===== config.mk =====
export PLATFORM = sky130hd
export DESIGN_NAME = irqc_top
export DESIGN_NICKNAME = d
export VERILOG_FILES = /design/src/rtl/irqc_pkg.sv /design/src/rtl/irqc_prio_enc.sv /design/src/rtl/irqc_ack_steer.sv /design/src/rtl/irqc_bus_wdog.sv /design/src/rtl/irqc_top.sv
export SDC_FILE = /design/constraint.sdc
export NUM_CORES = 1
export LEC_CHECK = 0
export BUFFER_PORTS_ARGS = -buffer_cell sky130_fd_sc_hd__buf_4
export CAP_MARGIN = 20
export CORE_UTILIZATION = 42
export DETAILED_ROUTE_END_ITERATION = 10
export PLACE_DENSITY_LB_ADDON = 0.2
export SKIP_LAST_GASP = 1
export SYNTH_ARGS = -nofsm -noshare
export SYNTH_HDL_FRONTEND = slang
export SYNTH_SLANG_ARGS = --single-unit

===== constraint.sdc =====
create_clock -name clk -period 1.5 [get_ports clk]
set_input_delay 0 -clock clk [delete_from_list [all_inputs] [get_ports clk]]
set_output_delay 0 -clock clk [all_outputs]
set_load 0.005 [all_outputs]

===== src/rtl/irqc_pkg.sv =====
package irqc_pkg;
   localparam int unsigned LVL_W   = 3;
   localparam int unsigned NUM_LVL = (1 << LVL_W) - 1;
   localparam int unsigned SEL_W   = 2;
   localparam int unsigned DATA_W  = NUM_LVL + 1;

   typedef enum logic [SEL_W-1:0] {
      SEL_MASK   = 2'd0,
      SEL_STATUS = 2'd1,
      SEL_SWI    = 2'd2
   } reg_sel_e;

   localparam logic [2:0] FC_ACK = 3'b111;
endpackage


===== src/rtl/irqc_prio_enc.sv =====
module irqc_prio_enc #(
   parameter int unsigned LVL_W   = 3,
   parameter int unsigned NUM_LVL = 7
) (
   input  logic [NUM_LVL:1]  req,
   output logic [LVL_W-1:0]  lvl
);
   if (NUM_LVL != (1 << LVL_W) - 1) begin : g_bad_cfg
      $error("irqc_prio_enc: NUM_LVL must equal 2**LVL_W-1");
   end

   always_comb begin
      lvl = '0;
      for (int i = 1; i <= NUM_LVL; i++) begin
         if (req[i]) lvl = LVL_W'(i);
      end
   end
endmodule


===== src/rtl/irqc_ack_steer.sv =====
module irqc_ack_steer #(
   parameter int unsigned LVL_W    = 3,
   parameter int unsigned NUM_LVL  = 7,
   parameter int unsigned VEC_MASK = 32'h60
) (
   input  logic              clk,
   input  logic              rst_n,
   input  logic              as_i,
   input  logic [2:0]        fc_i,
   input  logic [LVL_W-1:0]  lvl_i,
   output logic              vpa_o,
   output logic [NUM_LVL:1]  ext_o
);
   import irqc_pkg::*;

   if (VEC_MASK[0] != 1'b0) begin : g_bad_mask
      $error("irqc_ack_steer: level 0 cannot be vectored");
   end

   logic              ack_cyc;
   logic [NUM_LVL:1]  ext_d;
   logic              is_vec;

   assign ack_cyc = as_i && (fc_i == FC_ACK);

   for (genvar g = 1; g <= NUM_LVL; g++) begin : g_lvl
      if (VEC_MASK[g]) begin : g_vec
         assign ext_d[g] = ack_cyc && (lvl_i == LVL_W'(g));
      end else begin : g_auto
         assign ext_d[g] = 1'b0;
      end
   end

   assign is_vec = |ext_d;

   always_ff @(posedge clk) begin
      if (!rst_n) begin
         vpa_o <= 1'b0;
         ext_o <= '0;
      end else begin
         vpa_o <= ack_cyc && !is_vec;
         ext_o <= ext_d;
      end
   end


   ack_exclusive_chk: assert property (@(posedge clk) disable iff (!rst_n)
      $onehot0({vpa_o, ext_o}));


   no_ack_outside_chk: assert property (@(posedge clk) disable iff (!rst_n)
      (!as_i || fc_i != FC_ACK) |=> (!vpa_o && ext_o == '0));
endmodule


===== src/rtl/irqc_bus_wdog.sv =====
module irqc_bus_wdog #(
   parameter int unsigned CLK_PER_TICK = 16,
   parameter int unsigned LIMIT_TICKS  = 16
) (
   input  logic clk,
   input  logic rst_n,
   input  logic as_i,
   input  logic dtack_i,
   output logic err_o
);
   localparam int unsigned PRE_W = (CLK_PER_TICK > 1) ? $clog2(CLK_PER_TICK) : 1;
   localparam int unsigned CNT_W = $clog2(LIMIT_TICKS + 1);

   if (CLK_PER_TICK < 2) begin : g_bad_pre
      $error("irqc_bus_wdog: CLK_PER_TICK must be at least 2");
   end
   if (LIMIT_TICKS < 1) begin : g_bad_lim
      $error("irqc_bus_wdog: LIMIT_TICKS must be at least 1");
   end

   logic              as_q;
   logic [PRE_W-1:0]  pre_q;
   logic [CNT_W-1:0]  tick_q;

   always_ff @(posedge clk) begin
      if (!rst_n) begin
         as_q   <= 1'b0;
         pre_q  <= '0;
         tick_q <= '0;
         err_o  <= 1'b0;
      end else begin
         as_q <= as_i;
         if (!as_i || !as_q) begin
            pre_q  <= '0;
            tick_q <= '0;
            err_o  <= 1'b0;
         end else if (!dtack_i && !err_o) begin
            if (pre_q == PRE_W'(CLK_PER_TICK - 1)) begin
               pre_q <= '0;
               if (tick_q == CNT_W'(LIMIT_TICKS - 1)) err_o <= 1'b1;
               else tick_q <= tick_q + 1'b1;
            end else begin
               pre_q <= pre_q + 1'b1;
            end
         end
      end
   end


   err_needs_stall_chk: assert property (@(posedge clk) disable iff (!rst_n)
      $rose(err_o) |-> $past(as_i && !dtack_i));


   err_clears_chk: assert property (@(posedge clk) disable iff (!rst_n)
      $fell(as_i) |=> !err_o);
endmodule


===== src/rtl/irqc_top.sv =====
module irqc_top #(
   parameter int unsigned VEC_MASK     = 32'h60,
   parameter int unsigned SW_LVL       = 1,
   parameter int unsigned PF_LVL       = 7,
   parameter int unsigned CLK_PER_US   = 16,
   parameter int unsigned TIMEOUT_US   = 16
) (
   input  logic        clk,
   input  logic        rst_n,
   input  logic [1:0]  reg_sel,
   input  logic        reg_wr,
   input  logic [7:0]  reg_wdata,
   output logic [7:0]  reg_rdata,
   input  logic [7:1]  dev_irq,
   input  logic        pwr_fail,
   output logic [2:0]  cpu_ipl,
   input  logic        bus_as,
   input  logic [2:0]  bus_fc,
   input  logic [2:0]  bus_ack_lvl,
   input  logic        bus_dtack,
   output logic        vpa,
   output logic [7:1]  ext_iack,
   output logic        bus_err
);
   import irqc_pkg::*;

   if (SW_LVL < 1 || SW_LVL > NUM_LVL) begin : g_bad_sw
      $error("irqc_top: SW_LVL out of range");
   end
   if (PF_LVL < 1 || PF_LVL > NUM_LVL) begin : g_bad_pf
      $error("irqc_top: PF_LVL out of range");
   end
   if (VEC_MASK[SW_LVL] != 1'b0) begin : g_bad_swvec
      $error("irqc_top: software level must be autovectored");
   end

   logic [NUM_LVL:1]  mask_q;
   logic              sw_q;
   logic [NUM_LVL:1]  raw;
   logic [NUM_LVL:1]  live;
   logic [LVL_W-1:0]  enc_lvl;

   for (genvar g = 1; g <= NUM_LVL; g++) begin : g_raw
      assign raw[g] = dev_irq[g]
                    | ((g == PF_LVL) ? pwr_fail : 1'b0)
                    | ((g == SW_LVL) ? sw_q     : 1'b0);
   end

   assign live = raw & mask_q;

   always_ff @(posedge clk) begin
      if (!rst_n) begin
         mask_q <= '0;
         sw_q   <= 1'b0;
      end else if (reg_wr) begin
         case (reg_sel)
            SEL_MASK: mask_q <= reg_wdata[NUM_LVL:1];
            SEL_SWI:  sw_q   <= |reg_wdata;
            default: ;
         endcase
      end
   end

   always_comb begin
      case (reg_sel)
         SEL_MASK:   reg_rdata = {mask_q, 1'b0};
         SEL_STATUS: reg_rdata = {raw, 1'b0};
         SEL_SWI:    reg_rdata = {{(DATA_W-1){1'b0}}, sw_q};
         default:    reg_rdata = '0;
      endcase
   end

   irqc_prio_enc #(.LVL_W(LVL_W), .NUM_LVL(NUM_LVL)) u_enc (
      .req (live),
      .lvl (enc_lvl)
   );

   always_ff @(posedge clk) begin
      if (!rst_n) cpu_ipl <= '0;
      else        cpu_ipl <= enc_lvl;
   end

   irqc_ack_steer #(.LVL_W(LVL_W), .NUM_LVL(NUM_LVL), .VEC_MASK(VEC_MASK)) u_ack (
      .clk   (clk),
      .rst_n (rst_n),
      .as_i  (bus_as),
      .fc_i  (bus_fc),
      .lvl_i (bus_ack_lvl),
      .vpa_o (vpa),
      .ext_o (ext_iack)
   );

   irqc_bus_wdog #(.CLK_PER_TICK(CLK_PER_US), .LIMIT_TICKS(TIMEOUT_US)) u_wdog (
      .clk     (clk),
      .rst_n   (rst_n),
      .as_i    (bus_as),
      .dtack_i (bus_dtack),
      .err_o   (bus_err)
   );


   masked_quiet_chk: assert property (@(posedge clk) disable iff (!rst_n)
      (mask_q == '0) |=> (cpu_ipl == '0));


   swi_set_chk: assert property (@(posedge clk) disable iff (!rst_n)
      (reg_wr && reg_sel == SEL_SWI && reg_wdata != '0) |=> raw[SW_LVL]);


   pf_raises_chk: assert property (@(posedge clk) disable iff (!rst_n)
      pwr_fail |-> raw[PF_LVL]);
endmodule


After elaboration in Yosys (flattened, before gate mapping)
Cells that the tools add are included.
- flip-flop bits (word level): 30
- bits of input ports: 29
- output and inout bits: 20
- logic and storage cells: 52
- add/subtract/negate cells: 2
- eq/ne operators: 7
- muxes and demuxes: 9
- bitwise logic cells: 5
- reductions and logical operators: 19
- operators with widths (cell ; number):
    case mux 8 bit (3 select lines) ; 1
    2-to-1 mux 3 bit ; 4
    == test 3 bit (second input constant) ; 3
    OR reduction 8 bit ; 1
    bitwise AND 7 bit ; 1
    AND reduction 3 bit ; 2
    adder 5 x 1 -> 5 bit (second input constant) ; 1
    == test 5 x 4 -> 1 bit (second input constant) ; 1
    logical AND 1 bit ; 5
    logical NOT 1 bit ; 5
    adder 4 x 1 -> 4 bit (second input constant) ; 1
    == test 4 bit (second input constant) ; 1
    2-to-1 mux 2 bit ; 2
    2-to-1 mux 4 bit ; 1
    AND reduction 2 bit ; 2
    OR reduction 2 bit ; 2
    == test 2 x 1 -> 1 bit (second input constant) ; 1
    == test 2 bit (second input constant) ; 1
    logical NOT 2 bit ; 1
    NOT 1 bit ; 2
    bitwise OR 1 bit ; 2
    logical OR 1 bit ; 1
    2-to-1 mux 1 bit ; 1

Logic depth before layout (Yosys ltp)
Gate-level depths: netlist (run 1).
- word-level depth: 9
- gate-level depth with buffers: 8
- mapped depth without buffers: 7

By module
A second synthesis (run 1) with hierarchy kept.
- cells, all modules: 145
- area total of the unflattened synthesis: 1292.5 um^2
- by module, submodules not included (module ; times used ; cells an instance ; area each (um^2) ; sequential area each (um^2)):
    irqc_top ; 1 ; 62 ; 583.1 ; 220.2
    irqc_bus_wdog ; 1 ; 56 ; 506.7 ; 220.2
    irqc_ack_steer ; 1 ; 17 ; 157.7 ; 60.1
    irqc_prio_enc ; 1 ; 10 ; 45.0 ; 0.0

Least setup slack after synthesis (run 1)
No wires, ideal clock.
- path kind: register -> register
- start point: reg u_wdog.tick_q[0]
- end point: reg u_wdog.tick_q[1]
- library setup time: 125 ps
- data arrival time: 1528 ps
- required time: 1375 ps
- path slack: -154 ps
- cell stages (with the launch flop): 9
- path buffers: 1
- period minus slack after synthesis: 1654 ps
- cells stage by stage: dfxtp_1 > ha_1 > and3_1 > ha_1 > nor3_2 > and2_1 > buf_6 > mux2i_1 > nor2_1
- word-level cells in the longest chain between the ends: 3
- elaborated cells between the ends (all ways): 4
- those cells by class: 1 x add/sub; 1 x eq/ne; 1 x bitwise; 1 x reduce/logical
- RTL lines (element ; line ; RTL):
    start: declaration ; irqc_bus_wdog.sv:23 ; logic [CNT_W-1:0] tick_q;
    start signal: assignment ; irqc_bus_wdog.sv:41 ; else tick_q <= tick_q + 1'b1;
    branches (longest 3 deep; another with adder 5 x 1 -> 5 bit) ; - ;
Several ways; the timed one is not identified.
A chain may end at the register's enable or synchronous reset.

Worst setup path after layout (run 1)
- start point: reg u_wdog.tick_q[0]
- end point: reg u_wdog.tick_q[3]
Same word-level chain as after synthesis.

==> reports/qor.txt, run 1 <==
Syn-to-layout area delta = 51.9%
unrepaired setup endpoints after global routing = true
Cell Chain, Critical Path = ha_4 > and3_4 > ha_4 > nor3_4 > buf_4 > nand3_1 > xor2_1 > nor2_1
cell area after synthesis = 0.00122 mm^2
post-synth cell types = 33
Max Used Layer = met4
Die Y = 55.8 um
Hold Path Stages = 3
r2r worst-path depth = 8
Worst path max stage delay = 0.38 ns
Finished Core Util = 0.670
Reg power frac = 0.566
Vias = 1203
critical path startpoint category = flip-flop
internal power = 907 uW
worst path arrival time = 1.74 ns
# placed instances = 212
hold endpoint = sw_q
total grt overflow = 0
Clock Latency Late Sink = 0.32 ns
run status = finished with violations
final instance area = 0.00185 mm^2
DP Worst Slack = -0.109 ns
vias in the first global route = 1193
Root Buffer = clkbuf_4
post-route minimum period = 1.53 ns
Tcrit/Tclk final = 1.02
Comb power frac = 0.176
nets@finish = 240
Final Worst Setup Slack = -0.0263 ns
Worst Path Max Fanout = 2
Peak VDD IR = 865 uV
Setup Skew = 0.00159 ns
# diodes = 0
clk slew on worst S/H paths = 0.14 ns
Metal-1 WL = 1.21 mm
Peak Freq = 655 MHz
DRC = 0
DP HPWL = 2.17 mm
share of cells above drive strength 1 = 0.319
critical path type = flip-flop to flip-flop
P per Cell Area = 655 mW/mm^2
FF-to-FF setup slack = -0.03 ns
DR pass1 iterations = 4
antenna violations before repair = 0
routed wire length = 2.99 mm
total CTS buffers = 3
max cap viols = 0
first-pass GRT wire length = 5.11 mm
Cell Rows = 19
Crit-path slowest cell = dfxtp_4
total power = 1.21 mW
clock power share = 0.258
Synth warnings = 0
final-report setup violation count = 3
worst reg2reg endpoint = u_wdog.tick_q[3]
worst min path class = input port to flip-flop
gpl congestion = 0.786
hold path start = reg_wr
largest net degree at the start of global routing = 16
Max Buffers Root-to-Sink = 2
Die ar. = 0.00311 mm^2
FF-to-FF Start = u_wdog.tick_q[0]
Max Transition Viols Final = 0
Psw = 303 uW
setup_tns = -0.0486 ns
floorplan core area = 0.00276 mm^2
met3 wire length = 123 um
violated checks = setup timing
Final Hold Viols = 0
Non-Filler Instances = 238
mean post-synth cell area = 8.75 um^2
Most common cell on crit path = ha_4
Starting Density = 0.441
met2 wire length = 1.60 mm
Synth Instances = 139
sequential area share after synthesis = 0.412
Sink Count = 25
DIE WIDTH = 55.8 um
static leakage = 0.816 nW
I/O pin count = 49
FF+latch count, synth = 25
GRT Total Usage = 0.206
DR WL/cell = 12.6 um
buffers added on ports = 43
switch share = 0.250
Detail Route Antenna Nets = 0
H-tree depth = 1
WHS = 0.0289 ns
CP required = 1.72 ns
vias per inst = 5.05
Post-DP Area = 0.00158 mm^2
TritonCTS clock tree = done
Setup crit end kind = flip-flop
DRT iter0 DRCs = 27
flip-flops by register name, indices dropped and copies added, names as in the netlist:
signal         flops
mask_q             7
u_wdog.tick_q      5
u_wdog.pre_q       4
cpu_ipl            3
u_ack.ext_o        2
sw_q               1
u_ack.vpa_o        1
u_wdog.as_q        1
u_wdog.err_o       1
logic make-up after synthesis:
logic type / after synthesis / synth area share
compound gates: 20 / 0.105
xor+xnor: 5 / 0.0360
other cells: 1 / 0.00308
mux: 13 / 0.107
simple gates: 60 / 0.243
fa+ha+maj: 3 / 0.0309
buf+inv: 12 / 0.0638
flops: 25 / 0.412
final cells by class:
| class | instances | area (um^2) |
|---|---|---|
| fill | 215 | 911 |
| inverter | 3 | 11.3 |
| tap | 31 | 38.8 |
| timing repair buffer | 69 | 568 |
| clock buffer | 3 | 22.5 |
| sequential | 25 | 507 |
| multi-input combinational | 106 | 692 |
| clock inverter | 1 | 7.51 |
worst max-delay path: cells and delay by family (launching register included):
kind | cells | cell delay, ns
and+or+nand+nor | 4 | 0.41
DFF | 1 | 0.38
adders and majority gates | 2 | 0.32
xor gates and xnor gates | 1 | 0.17
buffers and inverters | 1 | 0.14
cell usage after synthesis:
cell       n  area [um^2]
ha_1       3         37.5
a211oi_2   1         12.5
xnor2_1    1         8.76
nor4_1     2         12.5
buf_2      2         10.0
inv_1      2         7.51
and3b_1    1         8.76
buf_4      6         45.0
o21ai_0    5         25.0
nor3_2     1         10.0
buf_6      1         11.3
conb_1     1         3.75
nor2_1    26         97.6
or4_1      1         7.51
a211oi_1   2         15.0
and3_4     1         11.3
nand2_1   13         48.8
and2_1     2         12.5
a21oi_1    5         25.0
clkinv_1   1         3.75
xor2_1     4         35.0
a31oi_1    4         25.0
a32o_1     1         10.0
a22o_1     1         8.76
dfxtp_1   25          500
nand3_1    3         15.0
and3_1     4         25.0
o22ai_1    1         6.26
or3_1      1         6.26
nor3b_2    1         12.5
mux2i_1   13          130
nor3b_1    2         15.0
nor2_2     2         12.5
cells in the final DEF (no fill, tap or decap), types with 2 or more instances in the layout:
| cell type | count |
|---|---|
| buf_4 | 49 |
| nor2_1 | 26 |
| dfxtp_1 | 22 |
| dlygate4sd3_1 | 20 |
| mux2i_1 | 13 |
| nand2_1 | 13 |
| o21ai_0 | 5 |
| a21oi_1 | 5 |
| conb_1 | 5 |
| a31oi_1 | 4 |
| xor2_1 | 4 |
| and3_1 | 3 |
| nand3_1 | 3 |
| clkbuf_4 | 3 |
| a211oi_1 | 2 |
| and3_4 | 2 |
| inv_1 | 2 |
| nor3b_1 | 2 |
| nor2_2 | 2 |
| nor4_1 | 2 |
| ha_4 | 2 |
| dfxtp_2 | 2 |
metal layers:
metal / track usage / vias up
li1: - / 609
met1: 0.222 / 552
met2: 0.401 / 36
met3: 0.0512 / 6
met4: 0.0453 / 0
met5: 0 / -
worst max path at each step:
stage                startpoint  cells after the start  slack, ns               end
5_1_grt        u_wdog.tick_q[0]                      7      -0.10  u_wdog.tick_q[1]
4_1_cts        u_wdog.tick_q[0]                      7      -0.04  u_wdog.tick_q[1]
6_report       u_wdog.tick_q[0]                      8      -0.03  u_wdog.tick_q[3]
3_3_place_gp   u_wdog.tick_q[1]                      7      -0.04  u_wdog.tick_q[1]
2_1_floorplan  u_wdog.tick_q[1]                      8      0.005  u_wdog.tick_q[1]
3_5_place_dp   u_wdog.tick_q[1]                      7      -0.11  u_wdog.tick_q[1]
power groups by stage:
stage	registers, mW	logic, mW	clock network, mW
floorplan	0.700	0.0838	0
finish	0.685	0.213	0.312
CTS	0.687	0.212	0.329
global route	0.688	0.233	0.352
global placement	0.701	0.172	0
detailed placement	0.701	0.176	0
what timing repair did:
item                                    CTS  global route
pin swaps                                 4             4
hold buffers                             20             0
hold endpoints to repair                 16             0
endpoints found under the setup margin    3             6
gates resized for setup                   4             2
buffers inserted                          2             0
(Power assumes the default switching activity.)
==> run 2, diff against run 1 <==
- PLACE_DENSITY_LB_ADDON: 0.2 -> 0.12
- SKIP_LAST_GASP: 1 -> not set
==> run 2 against run 1 <==
The flow still finishes with violations (setup timing). Global-route usage fell by 0.24 points. Via count fell by 1.1%. Die area did not move. Sequential share of layout area rose by 0.11 points. Sequential cell count did not move. Combinational power barely moved. Cell area fell by 1.2%. Largest power group unchanged. Critical path depth did not move. Highest routed layer unchanged. Cell count fell by 0.84%. Clock skew rose by 0.011 ns. Count of clock-buffer cells in the layout did not move. Setup slack improved by 0.013 ns.
==> reports/qor.txt, run 2 (synthesis gave the netlist of run 1 again) <==
share of cells above drive strength 1 = 0.312 (was 0.319)
Die Y = 55.8 um (unchanged)
Max Buffers Root-to-Sink = 2 (unchanged)
Most common cell on crit path = ha_4 (unchanged)
Crit-path slowest cell = dfxtp_2 (was dfxtp_4)
Clock Latency Late Sink = 0.33 ns (was 0.32 ns)
critical path startpoint category = flip-flop (unchanged)
total grt overflow = 0 (unchanged)
CP required = 1.73 ns (was 1.72 ns)
worst path arrival time = 1.74 ns (about the same)
unrepaired setup endpoints after global routing = true (unchanged)
violated checks = setup timing (unchanged)
Vias = 1190 (was 1203)
vias per inst = 5.04 (was 5.05)
Biggest register = mask_q (unchanged)
worst min path class = input port to flip-flop (unchanged)
first-pass GRT wire length = 4.99 mm (was 5.11 mm)
Starting Density = 0.441 (unchanged)
DRC = 0 (unchanged)
critical path type = flip-flop to flip-flop (unchanged)
Final Worst Setup Slack = -0.0131 ns (was -0.0263 ns)
Max Transition Viols Final = 0 (unchanged)
Setup crit end kind = flip-flop (unchanged)
DR WL/cell = 12.2 um (was 12.6 um)
DP HPWL = 2.01 mm (was 2.17 mm)
routed wire length = 2.87 mm (was 2.99 mm)
Non-Filler Instances = 236 (was 238)
largest registers = mask_q: 7 flops, u_wdog.tick_q: 5 flops, u_wdog.pre_q: 4 flops (unchanged)
DRT iter0 DRCs = 49 (was 27)
Syn-to-layout area delta = 50.1% (was 51.9%)
DR pass1 iterations = 4 (unchanged)
Root Buffer = clkbuf_4 (unchanged)
H-tree depth = 1 (unchanged)
GRT Total Usage = 0.204 (was 0.206)
post-route minimum period = 1.51 ns (was 1.53 ns)
Buf+Inv Stages, Crit Path = 1 (unchanged)
I/O pin count = 49 (unchanged)
Worst Path Max Fanout = 2 (unchanged)
Tcrit/Tclk final = 1.01 (was 1.02)
nets@finish = 238 (was 240)
Largest register FFs = 7 (unchanged)
Cell Rows = 19 (unchanged)
largest net degree at the start of global routing = 16 (unchanged)
commonest non-fill, non-tap cell in the layout = buf_4 (unchanged)
Peak VDD IR = 615 uV (was 865 uV)
final-report setup violation count = 1 (was 3)
vias in the first global route = 1232 (was 1193)
Worst path max stage delay = 0.37 ns (was 0.38 ns)
Fillers = 241 (was 215)
Detail Route Antenna Nets = 0 (unchanged)
TritonCTS clock tree = done (unchanged)
P per Cell Area = 661 mW/mm^2 (was 655 mW/mm^2)
antenna violations before repair = 0 (unchanged)
DP Worst Slack = -0.0683 ns (was -0.109 ns)
DIE WIDTH = 55.8 um (unchanged)
run status = finished with violations (unchanged)
Sink Count = 25 (unchanged)
clk slew on worst S/H paths = 0.14 ns (about the same)
Final Hold Viols = 0 (unchanged)
floorplan core area = 0.00276 mm^2 (unchanged)
Setup Skew = 0.0128 ns (was 0.00159 ns)
total CTS buffers = 3 (unchanged)
most frequent cells in the layout = buf_4 (48), nor2_1 (26), dfxtp_1 (23) (was buf_4 (49), nor2_1 (26), dfxtp_1 (22))
# diodes = 0 (unchanged)
Die ar. = 0.00311 mm^2 (unchanged)
static leakage = 0.805 nW (was 0.816 nW)
buffers added on ports = 43 (unchanged)
gpl congestion = 0.774 (was 0.786)
Peak Freq = 661 MHz (was 655 MHz)
max cap viols = 0 (unchanged)
CP top delay family = simple AND/OR/NAND/NOR gates (unchanged)
# placed instances = 212 (unchanged)
Cell Chain, Critical Path = ha_4 > and3_4 > ha_4 > nor3_4 > buf_4 > nand3_1 > xor2_1 > nor2_1 (unchanged)
==> run 2: changes by cell type in the layout (fill, tap and decap cells not counted), sizes merged <==
cell         previous run  this run
dlygate4sd3            20        19
buf                    49        48
==> run 2: repair_timing <==
| action | CTS | global route |
|---|---|---|
| gates resized for setup | 4 | 0 |
| setup buffers | 1 | 0 |
| gates cloned | 0 | 0 |
| endpoints found under the hold margin | 15 | 0 |
| endpoints found under the setup margin | 3 | 5 |
| pin swaps | 3 | 2 |
| hold buffers | 19 | 0 |
==> run 2: layout make-up <==
type / instances / area [um^2] / share of cell area
timing repair buffer: 67 / 551 / 0.302
clock buffer: 3 / 22.5 / 0.0123
sequential: 25 / 503 / 0.276
inverter: 3 / 11.3 / 0.00617
tap: 31 / 38.8 / 0.0212
multi-input combinational: 106 / 692 / 0.379
clock inverter: 1 / 7.51 / 0.00411
==> run 2: worst paths after layout <==
| kind | startpoint | to | slack, ns | depth (start not counted) |
|---|---|---|---|---|
| max | u_wdog.tick_q[1] | u_wdog.tick_q[2] | -0.01 | 8 |
| min | dev_irq[5] | cpu_ipl[2] | 0.005 | 5 |
| max reg2reg | u_wdog.tick_q[1] | u_wdog.tick_q[2] | -0.01 | 8 |
| min reg2reg | u_wdog.pre_q[3] | u_wdog.pre_q[3] | 0.51 | 2 |
==> run 2: through the flow <==
stage	total power [mW]	utilization	setup TNS [ns]	hold slack, ns	instance area, um^2
6_report	1.21	0.662	-0.0131	0.00503	1830
4_1_cts	1.22	0.662	-0.0138	0.000566	1830
3_5_place_dp	0.877	0.574	-0.0942	0.190	1580
2_1_floorplan	0.784	-	0	0.0758	1260
5_1_grt	1.27	0.662	-0.269	0.0220	1830
3_3_place_gp	0.873	0.574	-0.0350	0.184	1580
==> run 2: power breakdown <==
group | internal [mW] | leakage, nW | switching (mW) | total, mW
clock network | 0.102 | 0.0139 | 0.206 | 0.308
registers | 0.678 | 0.204 | 0.00840 | 0.687
logic | 0.127 | 0.588 | 0.0848 | 0.212
total | 0.907 | 0.805 | 0.299 | 1.21
==> run 2: routing by layer <==
metal / share of wire / track usage
met3: 0.040 / 0.0512
met5: 0 / 0
met4: 0.0059 / 0.0662
met1: 0.43 / 0.214
met2: 0.52 / 0.392
==> run 2: worst min-delay path: cells and delay by family <==
kind | cells | cell delay [ns]
simple gates | 4 | 0.21
buf+inv | 1 | 0.09
